File: src/rtl/fifo_rate_steer_pkg.sv
package fifo_rate_steer_pkg;
  typedef struct packed {
    logic inc;
    logic dec;
  } steer_t;
endpackage

File: src/rtl/frs_store.sv
module frs_store #(
  parameter int DEPTH = 32,
  parameter int DW    = 8,
  localparam int AW   = $clog2(DEPTH),
  localparam int CW   = $clog2(DEPTH + 1)
) (
  input  logic          clk_i,
  input  logic          rst_ni,
  input  logic          en_i,
  input  logic          wr_i,
  input  logic [DW-1:0] wr_data_i,
  input  logic          rd_i,
  output logic [DW-1:0] rd_data_o,
  output logic [CW-1:0] count_o,
  output logic          ovf_o,
  output logic          unf_o
);
  logic [DW-1:0] mem_q [DEPTH];
  logic [AW-1:0] wptr_q, rptr_q;
  logic [CW-1:0] count_q;
  logic empty, full, rd_acc, wr_acc;

  assign empty  = (count_q == '0);
  assign full   = (count_q == CW'(DEPTH));
  assign rd_acc = en_i && rd_i && !empty;
  // full store still takes a write when a read frees a slot
  assign wr_acc = en_i && wr_i && (!full || rd_acc);
  assign ovf_o  = en_i && wr_i && !wr_acc;
  assign unf_o  = en_i && rd_i && empty;
  assign rd_data_o = empty ? '0 : mem_q[rptr_q];
  assign count_o   = count_q;

  always_ff @(posedge clk_i or negedge rst_ni) begin
    if (!rst_ni) begin
      wptr_q  <= '0;
      rptr_q  <= '0;
      count_q <= '0;
    end else if (!en_i) begin
      wptr_q  <= '0;
      rptr_q  <= '0;
      count_q <= '0;
    end else begin
      if (wr_acc) wptr_q <= wptr_q + AW'(1);
      if (rd_acc) rptr_q <= rptr_q + AW'(1);
      count_q <= count_q + CW'(wr_acc) - CW'(rd_acc);
    end
  end

  always_ff @(posedge clk_i) begin
    if (wr_acc) mem_q[wptr_q] <= wr_data_i;
  end
endmodule

File: src/rtl/frs_steer.sv
module frs_steer
  import fifo_rate_steer_pkg::*;
#(
  parameter int DEPTH = 32,
  localparam int AW   = $clog2(DEPTH),
  localparam int CW   = $clog2(DEPTH + 1)
) (
  input  logic          clk_i,
  input  logic          rst_ni,
  input  logic          en_i,
  input  logic [CW-1:0] count_i,
  input  logic [AW-1:0] hi_mark_i,
  input  logic [AW-1:0] lo_mark_i,
  output steer_t        steer_o,
  output logic          upd_o
);
  steer_t steer_q, steer_d;
  logic   upd_q;

  always_comb begin
    steer_d.inc = en_i && (count_i > CW'(hi_mark_i));
    steer_d.dec = en_i && (count_i < CW'(lo_mark_i));
  end

  always_ff @(posedge clk_i or negedge rst_ni) begin
    if (!rst_ni) begin
      steer_q <= '0;
      upd_q   <= 1'b0;
    end else begin
      steer_q <= steer_d;
      upd_q   <= (steer_d != steer_q);
    end
  end

  assign steer_o = steer_q;
  assign upd_o   = upd_q;
endmodule

File: src/rtl/fifo_rate_steer.sv
module fifo_rate_steer
  import fifo_rate_steer_pkg::*;
#(
  parameter int DEPTH = 32,
  parameter int DW    = 8,
  localparam int AW   = $clog2(DEPTH),
  localparam int CW   = $clog2(DEPTH + 1)
) (
  input  logic          clk_i,
  input  logic          rst_ni,
  input  logic          en_i,
  input  logic          wr_i,
  input  logic [DW-1:0] wr_data_i,
  input  logic          rd_i,
  output logic [DW-1:0] rd_data_o,
  input  logic [AW-1:0] hi_mark_i,
  input  logic [AW-1:0] lo_mark_i,
  output logic          inc_o,
  output logic          dec_o,
  output logic          upd_o,
  output logic [CW-1:0] fill_o,
  output logic          corrupt_o
);
  logic [CW-1:0] count;
  logic ovf, unf, corrupt_q;
  steer_t steer;

  frs_store #(.DEPTH(DEPTH), .DW(DW)) u_store (
    .clk_i, .rst_ni, .en_i, .wr_i, .wr_data_i, .rd_i,
    .rd_data_o, .count_o(count), .ovf_o(ovf), .unf_o(unf)
  );

  frs_steer #(.DEPTH(DEPTH)) u_steer (
    .clk_i, .rst_ni, .en_i, .count_i(count),
    .hi_mark_i, .lo_mark_i, .steer_o(steer), .upd_o
  );

  always_ff @(posedge clk_i or negedge rst_ni) begin
    if (!rst_ni)         corrupt_q <= 1'b0;
    else if (ovf || unf) corrupt_q <= 1'b1;
  end

  assign inc_o     = steer.inc;
  assign dec_o     = steer.dec;
  assign fill_o    = count;
  assign corrupt_o = corrupt_q;
endmodule

File: config.mk
export PLATFORM = sky130hd
export DESIGN_NAME = fifo_rate_steer
export DESIGN_NICKNAME = d
export VERILOG_FILES = /design/src/rtl/fifo_rate_steer_pkg.sv /design/src/rtl/frs_store.sv /design/src/rtl/frs_steer.sv /design/src/rtl/fifo_rate_steer.sv
export SDC_FILE = /design/constraint.sdc
export NUM_CORES = 1
export LEC_CHECK = 0
export CAP_MARGIN = 10
export CORE_MARGIN = 2
export CORE_UTILIZATION = 50
export CTS_CLUSTER_SIZE = 12
export DETAILED_ROUTE_END_ITERATION = 16
export DONT_BUFFER_PORTS = 1
export PLACE_DENSITY_LB_ADDON = 0.2
export SLEW_MARGIN = 20
export SYNTH_ARGS = -nofsm -noshare
export SYNTH_HDL_FRONTEND = slang
export SYNTH_SLANG_ARGS = --single-unit
File: constraint.sdc
create_clock -name clk_i -period 3.7 [get_ports clk_i]
set_clock_uncertainty 0.15 [all_clocks]
set_input_delay 0.74 -clock clk_i [delete_from_list [all_inputs] [get_ports clk_i]]
set_output_delay 0.74 -clock clk_i [all_outputs]
set_load 0.005 [all_outputs]
**Word-level counts from Yosys, hierarchy flattened**

Memories as Yosys holds them, arrays and structs flattened.
Index checks and enable logic that the tools add are counted.
W data, S select, Z words.

- Memories kept: 1
- Flip-flop bits (word level): 20
- RAM bits: 256

- Magnitude comparators: 2
- Eq/ne operators: 4
- Mux-type cells: 8
- Add/subtract/negate cells: 4
- Reductions and logical operators: 14

Memory list:

| name | words | width | rd ports | clocked after memory_dff | write ports | line | RTL |
|---|---|---|---|---|---|---|---|
| u_store.mem_q | 32 | 8 | 1 | 0 | 1 | frs_store.sv:18 | `logic [DW-1:0] mem_q [DEPTH];` |

Operators by type and width:

| kind | count |
|---|---|
| $mux W5 | 4 |
| $add A5 B1 Y5 const B | 2 |
| $logic_and A1 B1 Y1 | 8 |
| $mux W8 | 1 |
| $add A6 B1 Y6 | 1 |
| $eq A6 B6 Y1 const B | 1 |
| $gt A6 B5 Y1 | 1 |
| $logic_not A6 Y1 | 1 |
| $lt A6 B5 Y1 | 1 |
| $mux W6 | 1 |
| $sub A6 B1 Y6 | 1 |
| $ne A2 B1 Y1 const B | 2 |
| $logic_not A1 Y1 | 3 |
| $logic_or A1 B1 Y1 | 2 |
| $mux W1 | 2 |
| $ne A2 B2 Y1 | 1 |

**Logic depth before layout (Yosys ltp)**

Gate-level depths: netlist of run 1.

- Word-level depth: 8
- Gate-level depth with buffers: 12
- Mapped depth without buffers: 12

**Modules after synthesis**

A second synthesis of run 1 with hierarchy kept.

- Cells, all modules: 626
- Area, all modules: 11,492.3 µm²

By module, submodules not included:

| module | times used | sequential area each (µm²) | cells each | area an instance (µm²) |
|---|---|---|---|---|
| frs_store | 1 | 8,087.8 | 584 | 11,108.2 |
| frs_steer | 1 | 75.1 | 40 | 352.8 |
| fifo_rate_steer | 1 | 25.0 | 2 | 31.3 |

**Least setup slack after synthesis of run 1**

Ideal clock, no wire load.

- Kind: register to register
- From: reg u_store.count_q[4], in the netlist u_store.count_o[4]
- To: reg u_store.count_q[4], in the netlist u_store.count_o[4]
- Arrival time: 2.432 ns
- Data required time: 3.430 ns
- Slack: 0.998 ns
- Stages on the path, launching flop included: 13
- Cell sequence: dfrtp_1 -> inv_1 -> ha_1 -> nand4bb_1 -> and3_1 -> ha_1 -> inv_1 -> ha_1 -> fa_1 -> a21oi_1 -> nor2_1 -> nor3_1 -> and3b_1

- Cells in the longest elaborated chain, start to end: 8
- Elaborated cells between the ends (all ways): 10
- Those cells by class: 2 x add/sub; 1 x eq/ne; 1 x mux; 6 x reduce/logical

Ends and longest elaborated chain:

| element | line | RTL |
|---|---|---|
| from (decl) | frs_store.sv:20 | `logic [CW-1:0] count_q;` |
| from (signal assigned) | frs_store.sv:45 | `count_q <= count_q + CW'(wr_acc) - CW'(rd_acc);` |
| $logic_not A6 Y1 | frs_store.sv:23 | `assign empty = (count_q == '0);` |
| $logic_not A1 Y1 | frs_store.sv:25 | `assign rd_acc = en_i && rd_i && !empty;` |
| $logic_and A1 B1 Y1 | frs_store.sv:25 |  |
| $logic_or A1 B1 Y1 | frs_store.sv:27 | `assign wr_acc = en_i && wr_i && (!full \|\| rd_acc);` |
| $logic_and A1 B1 Y1 | frs_store.sv:27 |  |
| $add A6 B1 Y6 | frs_store.sv:45 |  |
| $sub A6 B1 Y6 (*) | frs_store.sv:45 |  |
| $mux W6 (*) | frs_store.sv:38 | `end else if (!en_i) begin` |

Every way passes the cells marked *; elsewhere a longest branch is shown, timed or not.
A chain may end at the register's enable or synchronous reset.

**Worst setup path in the final report of run 1**

- From: reg u_store.rptr_q[0]
- To: out rd_data_o[6]

- Cells in the longest elaborated chain, start to end: 2

Ends and longest elaborated chain:

| element | line | RTL |
|---|---|---|
| from (decl) | frs_store.sv:19 | `logic [AW-1:0] wptr_q, rptr_q;` |
| from (signal assigned) | frs_store.sv:44 | `if (rd_acc) rptr_q <= rptr_q + AW'(1);` |
| $mem_v2 Z32 W8 | n/a |  |
| $mux W8 | frs_store.sv:30 | `assign rd_data_o = empty ? '0 : mem_q[rptr_q];` |
| to (decl) | fifo_rate_steer.sv:15 | `output logic [DW-1:0] rd_data_o,` |

Every way passes these cells.

==> impl_metrics.yaml, run 1 <==
status:
  status: "completed"
cells_and_area:
  nets: 692
  diodes: 0
  fillers: 1645
  final_layout_size_suffix_gt1_share_pct: 22.9
  synthToLayoutAreaGrowth_pct: 12.6
setup_path:
  rrSetupSlack_ns: 0.68
  reg2regPathDepth: 7
  setup.worst_path.start_class: "flip-flop"
  cp_data_required_time_ns: 2.81
  worstSetupPathType: "reg -> out"
  worstReg2RegEnd: "u_store.mem_q[23][7]"
  end_kind: "output port"
  cp_max_fo: 17
  arrival_ns: 2.72
  r2r_start: "u_store.count_o[2]"
timing:
  fin_crit_sh_pct: 97.6
  hold_ws_ns: 0.0290
  layout_min_cycle_time_ns: 3.61
  maxSlewHeadroom_pct: 60.0
  tightestPinTransition_ns: 0.598
  fin_setup_tns_ns: 0
  hold_violations: 0
  max_freq_mhz: 277
  setup_viol: 0
  drv_slew: 0
  rsz0062_at_grt: "no"
grt:
  track_usage_pct: 20.1
  grt_pass1_vias: 5996
  grt_pass1_wl_mm: 35.9
  overflow: 0
  grt_max_degree: 33
  antenna_found_initial: 0
synthesis:
  mappedNetlistArea_sq_um: 11400
  synth_edf_count: 256
  ys_seq_area_share_pct: 71.7
  synthCells: 590
  synthesis.nets: 637
  yosysWarnings: 0
  synth_area_leaders: "edfxtp_1, mux4_2, dfrtp_1, mux4_1, ha_1"
  yosysUniqueCellTypes: 52
  synth_seq_cells: 276
  synth_top_area_share_pct: 67.3
  async_reset_ff_share_pct: 7.25
  syn_avg_cell_area_sq_um: 19.3
  synth_flop_cell: "edfxtp_1"
  synth_top_cell_by_area: "edfxtp_1"
hold_path:
  min_path_type: "in -> async"
drt:
  firstDrtPassIters: 4
  num_vias: 5676
  routed_wl_mm: 23.4
  avgViaCountPerCell: 6.02
  route.detailed.drc: 0
  wl_per_cell_um: 24.8
  drtAntennaViolNets: 0
  drtIter0Drc: 452
cts:
  tritoncts: "built"
  clkSinkCount: 276
  cts_buffers: 28
  insertion_delay_ns: 0.53
  path_clk_slew_ns: 0.06
  cts_root_buf: "clkbuf_16"
  cts_buffer_depth: 3
  htreeDepth: 1
pwr:
  powerDensity_nw_per_um2: 601
  finalPower_mw: 7.73
  intPower_mw: 5.74
  p_leak_nw: 4.29
  seq_power_share_pct: 46.5
  vdd_drop_max_mv: 0.417
  swShare_pct: 25.7
  power.switching_mw: 1.99
  combPwrFrac_pct: 20.9
  clkPwrFrac_pct: 32.6
floorplan:
  start_util_pct: 50.7
  die_x_um: 155
  ios: 41
  die_h_um: 155
  core_area_sq_um: 22500
  rows: 55
  die-area_sq_um: 24100
placement:
  post-dp-hpwl_mm: 15.1
  gp_congestion: 0.804
  io_buffers: 0
run:
  cap_violations: 0
state kept, by name, indices dropped and copies added, names as in the netlist:
| name | flops |
|---|---|
| u_steer.steer_o | 2 |
| u_steer.upd_o | 1 |
| u_store.mem_q | 256 |
| u_store.rptr_q | 5 |
| u_store.count_o | 6 |
| corrupt_o | 1 |
| u_store.wptr_q | 5 |
area by class of cell:
type | count | area [sq um] | area share, %
Sequential cell | 276 | 8190 | 63.7
Timing Repair Buffer | 52 | 424 | 3.30
Inverter | 18 | 67.6 | 0.525
Multi-Input combinational cell | 269 | 3020 | 23.5
Clock buffer | 37 | 734 | 5.71
Tap cell | 285 | 357 | 2.77
Clock inverter | 6 | 65.1 | 0.506
stage by stage:
| stage | cell area, sq um | setup WS, ns | util (%) | cells |
|---|---|---|---|---|
| finish | 12900 | 0.0895 | 57.1 | 943 |
| global route | 12900 | 0.0256 | 57.1 | 943 |
| CTS | 12800 | -0.0128 | 56.7 | 937 |
| detailed placement | 12000 | 0.514 | 53.1 | 893 |
| global placement | 12000 | 0.545 | 53.1 | 893 |
| floorplan | 11400 | 0.998 | - | 590 |
critical path, cell delays in order, from the launching register on:
cell and delay [ns]:
dfrtp_4 0.50, buf_12 0.19, buf_16 0.19, mux4_2 0.53, a221oi_1 0.47, o221ai_1 0.29
power groups by stage:
stage | combinational [mW] | clock [mW] | sequential, mW
3_5_place_dp | 1.54 | 0 | 3.66
4_1_cts | 1.56 | 2.58 | 3.60
5_1_grt | 1.76 | 2.70 | 3.60
2_1_floorplan | 1.22 | 0 | 3.62
3_3_place_gp | 1.50 | 0 | 3.66
6_report | 1.62 | 2.52 | 3.59
layer usage:
layer  part of all wire (%)  up-vias  GRT usage (%)
met4                    2.0        0           5.51
li1                       -     2506              -
met1                     43     2968           27.7
met3                    6.6       45           4.40
met5                      0        -              0
met2                     48      157           33.0
worst max path at each step:
stage | start | endpoint | slack [ns] | cells after the start
5_1_grt | u_store.count_o[4] | rd_data_o[5] | 0.03 | 7
2_1_floorplan | u_store.count_o[4] | u_store.count_o[4] | 1.0 | 12
6_report | u_store.rptr_q[0] | rd_data_o[6] | 0.09 | 5
3_3_place_gp | u_store.rptr_q[0] | rd_data_o[2] | 0.55 | 5
3_5_place_dp | u_store.count_o[4] | rd_data_o[5] | 0.51 | 7
4_1_cts | u_store.rptr_q[0] | rd_data_o[2] | -0.01 | 5
kinds of logic after synthesis:
family | count (synthesis) | share of synthesized area [%]
buffers and inverters | 45 | 2.23
multiplexers | 73 | 13.9
AND/OR/NAND/NOR | 114 | 5.26
adder cells (fa/ha/maj) | 24 | 2.70
AO/OA/AOI/OAI | 49 | 3.49
XOR/XNOR | 9 | 0.691
flip-flops | 276 | 71.7
Yosys cell counts (2+ instances only):
cell and n:
xor2_1 4, clkbuf_1 10, nor3b_1 2, nor2b_1 10
o21ai_0 4, nand4_1 6, nor3_1 3, a211oi_1 2
mux4_1 15, mux2i_1 9, nand3b_1 3, edfxtp_1 256
or3b_2 2, inv_1 18, o221ai_1 8, a221oi_2 2
a221oi_1 14, nand2b_1 4, a21oi_1 4, mux4_2 49
a21o_1 5, and2_1 10, buf_1 4, nand3_1 3
buf_2 6, nor2_1 37, buf_8 3, o21bai_1 2
and3_1 9, xnor2_1 5, nand2_1 17, dfrtp_1 20
ha_1 23, buf_12 2, o21a_1 2
placed cells by master, fill, tap and decap left out, drive strengths merged, types with 5 or more instances in the layout:
cell,instances
ha,23
mux4,64
mux2i,9
edfxtp,256
nor2,37
o221ai,8
xnor2,5
clkinv,5
buf,52
and3,9
clkbuf,37
a221oi,16
dfrtp,20
nand4,6
nand2,17
and2,10
nor2b,10
inv,18
a21o,5
repair_timing:
item / 4_1_cts / 5_1_grt
pin swaps: 0 / 2
buffers inserted: 0 / 6
gates resized for setup: 1 / 9
hold buffers: 1 / 0
setup endpoints to repair: 3 / 8
gates cloned: 0 / 0
hold endpoints to repair: 20 / 0
Note: power is estimated with default switching activity, not from simulation.
==> run 2: changes to the inputs <==
--- a/config.mk
+++ b/config.mk
@@ -7,7 +7,7 @@
 export LEC_CHECK = 0
 export CAP_MARGIN = 10
 export CORE_MARGIN = 2
-export CORE_UTILIZATION = 50
+export CORE_UTILIZATION = 63
 export CTS_CLUSTER_SIZE = 12
 export DETAILED_ROUTE_END_ITERATION = 16
 export DONT_BUFFER_PORTS = 1
==> run 2 against run 1 <==
  * Design area shrank 0.59%
  * Non-clock buffer count decreased by 3
  * Die area is 20% lower
  * Highest routed layer unchanged
  * Worst setup slack improved by 0.036 ns
  * Combinational power down 4%
  * Critical endpoint is now rd_data_o[1]
==> impl_metrics.yaml, run 2 (synthesis results as in run 1) <==
status:
  status: "completed"
cts:
  clkSinkCount: 276
  cts_buffers: 28
  path_clk_slew_ns: 0.06
  cts_root_buf: "clkbuf_16"
  htreeDepth: 1
  insertion_delay_ns: 0.52
  tritoncts: "built"
  cts_buffer_depth: 3
placement:
  post-dp-hpwl_mm: 14.5
  dp_slack_ns: 0.485
  place_area_sq_um: 11900
  io_buffers: 0
  dp_cells: 834
  gp_congestion: 0.943
pwr:
  power.switching_mw: 1.94
  vdd_drop_max_mv: 0.483
  powerDensity_nw_per_um2: 606
  combPwrFrac_pct: 20.1
  clkPwrFrac_pct: 33.4
  intPower_mw: 5.80
  p_leak_nw: 4.28
  swShare_pct: 25.1
  seq_power_share_pct: 46.5
  finalPower_mw: 7.75
cells_and_area:
  multi_input_area_sq_um: 2990
  final_cell_mix: "edfxtp_1, mux4_2, buf_4"
  synthToLayoutAreaGrowth_pct: 12.0
  final_layout_size_suffix_gt1_share_pct: 21.9
  finalInstanceArea_sq_um: 12800
  layout.cells.non_filler: 886
  fillers: 1043
  final_common_cell: "edfxtp_1"
  largest_reg_flops: 256
  diodes: 0
  nets: 689
  largest_register: "u_store.mem_q"
  seq_area_sq_um: 8190
drt:
  drtIter0Drc: 540
  drtAntennaViolNets: 0
  routed_wl_mm: 23.6
  wl_per_cell_um: 26.6
  dr_wl_met2_mm: 12.0
  firstDrtPassIters: 5
  routed.top_layer: "met4"
  avgViaCountPerCell: 6.54
  wl_met1_mm: 8.99
  wl_met3_mm: 1.88
  num_vias: 5793
  route.detailed.drc: 0
timing:
  hold_violations: 0
  drv_slew: 0
  tightestPinTransition_ns: 0.895
  max_freq_mhz: 280
  rsz0062_at_grt: "no"
  layout_min_cycle_time_ns: 3.57
  maxSlewHeadroom_pct: 40.1
  fin_crit_sh_pct: 96.6
  fin_setup_tns_ns: 0
  setup_viol: 0
  layout_setup_ws_ns: 0.126
grt:
  track_usage_pct: 25.2
  overflow: 0
  grt_max_degree: 57
  grt_pass1_vias: 5989
  grt_pass1_wl_mm: 36.5
  antenna_found_initial: 0
floorplan:
  start_util_pct: 64.0
  rows: 49
  die_x_um: 139
  die_h_um: 139
  ios: 41
  die-area_sq_um: 19200
  core_area_sq_um: 17800
run:
  cap_violations: 0
setup_path:
  critPathMaxStageDelay_ns: 0.44
  arrival_ns: 2.68
  cpMaxStageDelayCell: "a221oi_1"
  reg2regPathDepth: 7
  setup.worst_path.start_class: "flip-flop"
  cp_data_required_time_ns: 2.81
  cp_cell_sequence: "inv_1 > ha_1 > nand4bb_2 > nor4bb_2 > buf_4 > a221oi_1 > o221ai_1"
  end_kind: "output port"
  worstSetupPathType: "reg -> out"
  cp_max_fo: 7
hold_path:
  min_path_type: "in -> reg"
  whs_path_depth: 0
run 2: changes by cell type in the layout (fill, tap and decap cells not counted), moves of 2 or more:
cell / previous run / this run
a221oi_2: 6 / 3
buf_4: 48 / 45
clkbuf_8: 0 / 2
o221ai_1: 6 / 8
a221oi_1: 10 / 13
o221ai_2: 2 / 0
buf_12: 1 / 3
run 2: metal layers:
layer | track usage (%) | up-vias
li1 | - | 2503
met1 | 34.7 | 2962
met2 | 42.1 | 273
met3 | 4.90 | 55
met4 | 7.63 | 0
met5 | 0 | -
run 2: final cells by class:
| class | count | area share (%) |
|---|---|---|
| Timing Repair Buffer | 49 | 3.19 |
| Clock buffer | 40 | 6.16 |
| Sequential cell | 276 | 64.1 |
| Tap cell | 229 | 2.24 |
| Clock inverter | 5 | 0.382 |
| Inverter | 18 | 0.529 |
| Multi-Input combinational cell | 269 | 23.4 |
run 2: power by group through the flow:
stage                     Clock [mW]  Combinational (mW)  Sequential (mW)
after floorplan                    0                1.22             3.62
after global placement             0                1.41             3.69
after detailed placement           0                1.44             3.70
after CTS                       2.63                1.55             3.60
after global routing            2.76                1.69             3.61
final                           2.59                1.55             3.60
run 2: repair_timing:
action | 4_1_cts | 5_1_grt
hold buffers | 1 | 0
setup endpoints to repair | 8 | 3
hold endpoints to repair | 20 | 0
setup buffers | 6 | 0
resized for setup | 2 | 1
run 2: through the flow:
| step | hold slack (ns) | util, % |
|---|---|---|
| after floorplan | 0.294 | - |
| after global placement | 0.295 | 66.5 |
| after detailed placement | 0.295 | 66.5 |
| after CTS | 0.139 | 71.6 |
| after global routing | 0.133 | 71.6 |
| final | 0.159 | 71.6 |
run 2: final timing paths:
path,slack [ns],startpoint,end
hold / removal,0.16,wr_data_i[7],u_store.mem_q[10][7]
setup / recovery,0.13,u_store.count_o[4],rd_data_o[1]
hold reg to reg,0.38,corrupt_o,corrupt_o
setup reg to reg,0.57,u_store.count_o[2],u_store.mem_q[21][6]
min in group asynchronous,0.64,rst_ni,u_store.count_o[2]
max in group asynchronous,2.11,rst_ni,u_store.rptr_q[0]
run 2: critical path, delay by kind of cell (launching register included):
family | cells | cell delay [ns]
compound gates | 2 | 0.72
simple gates | 2 | 0.48
flops | 1 | 0.43
buf+inv | 2 | 0.33
fa+ha+maj | 1 | 0.20
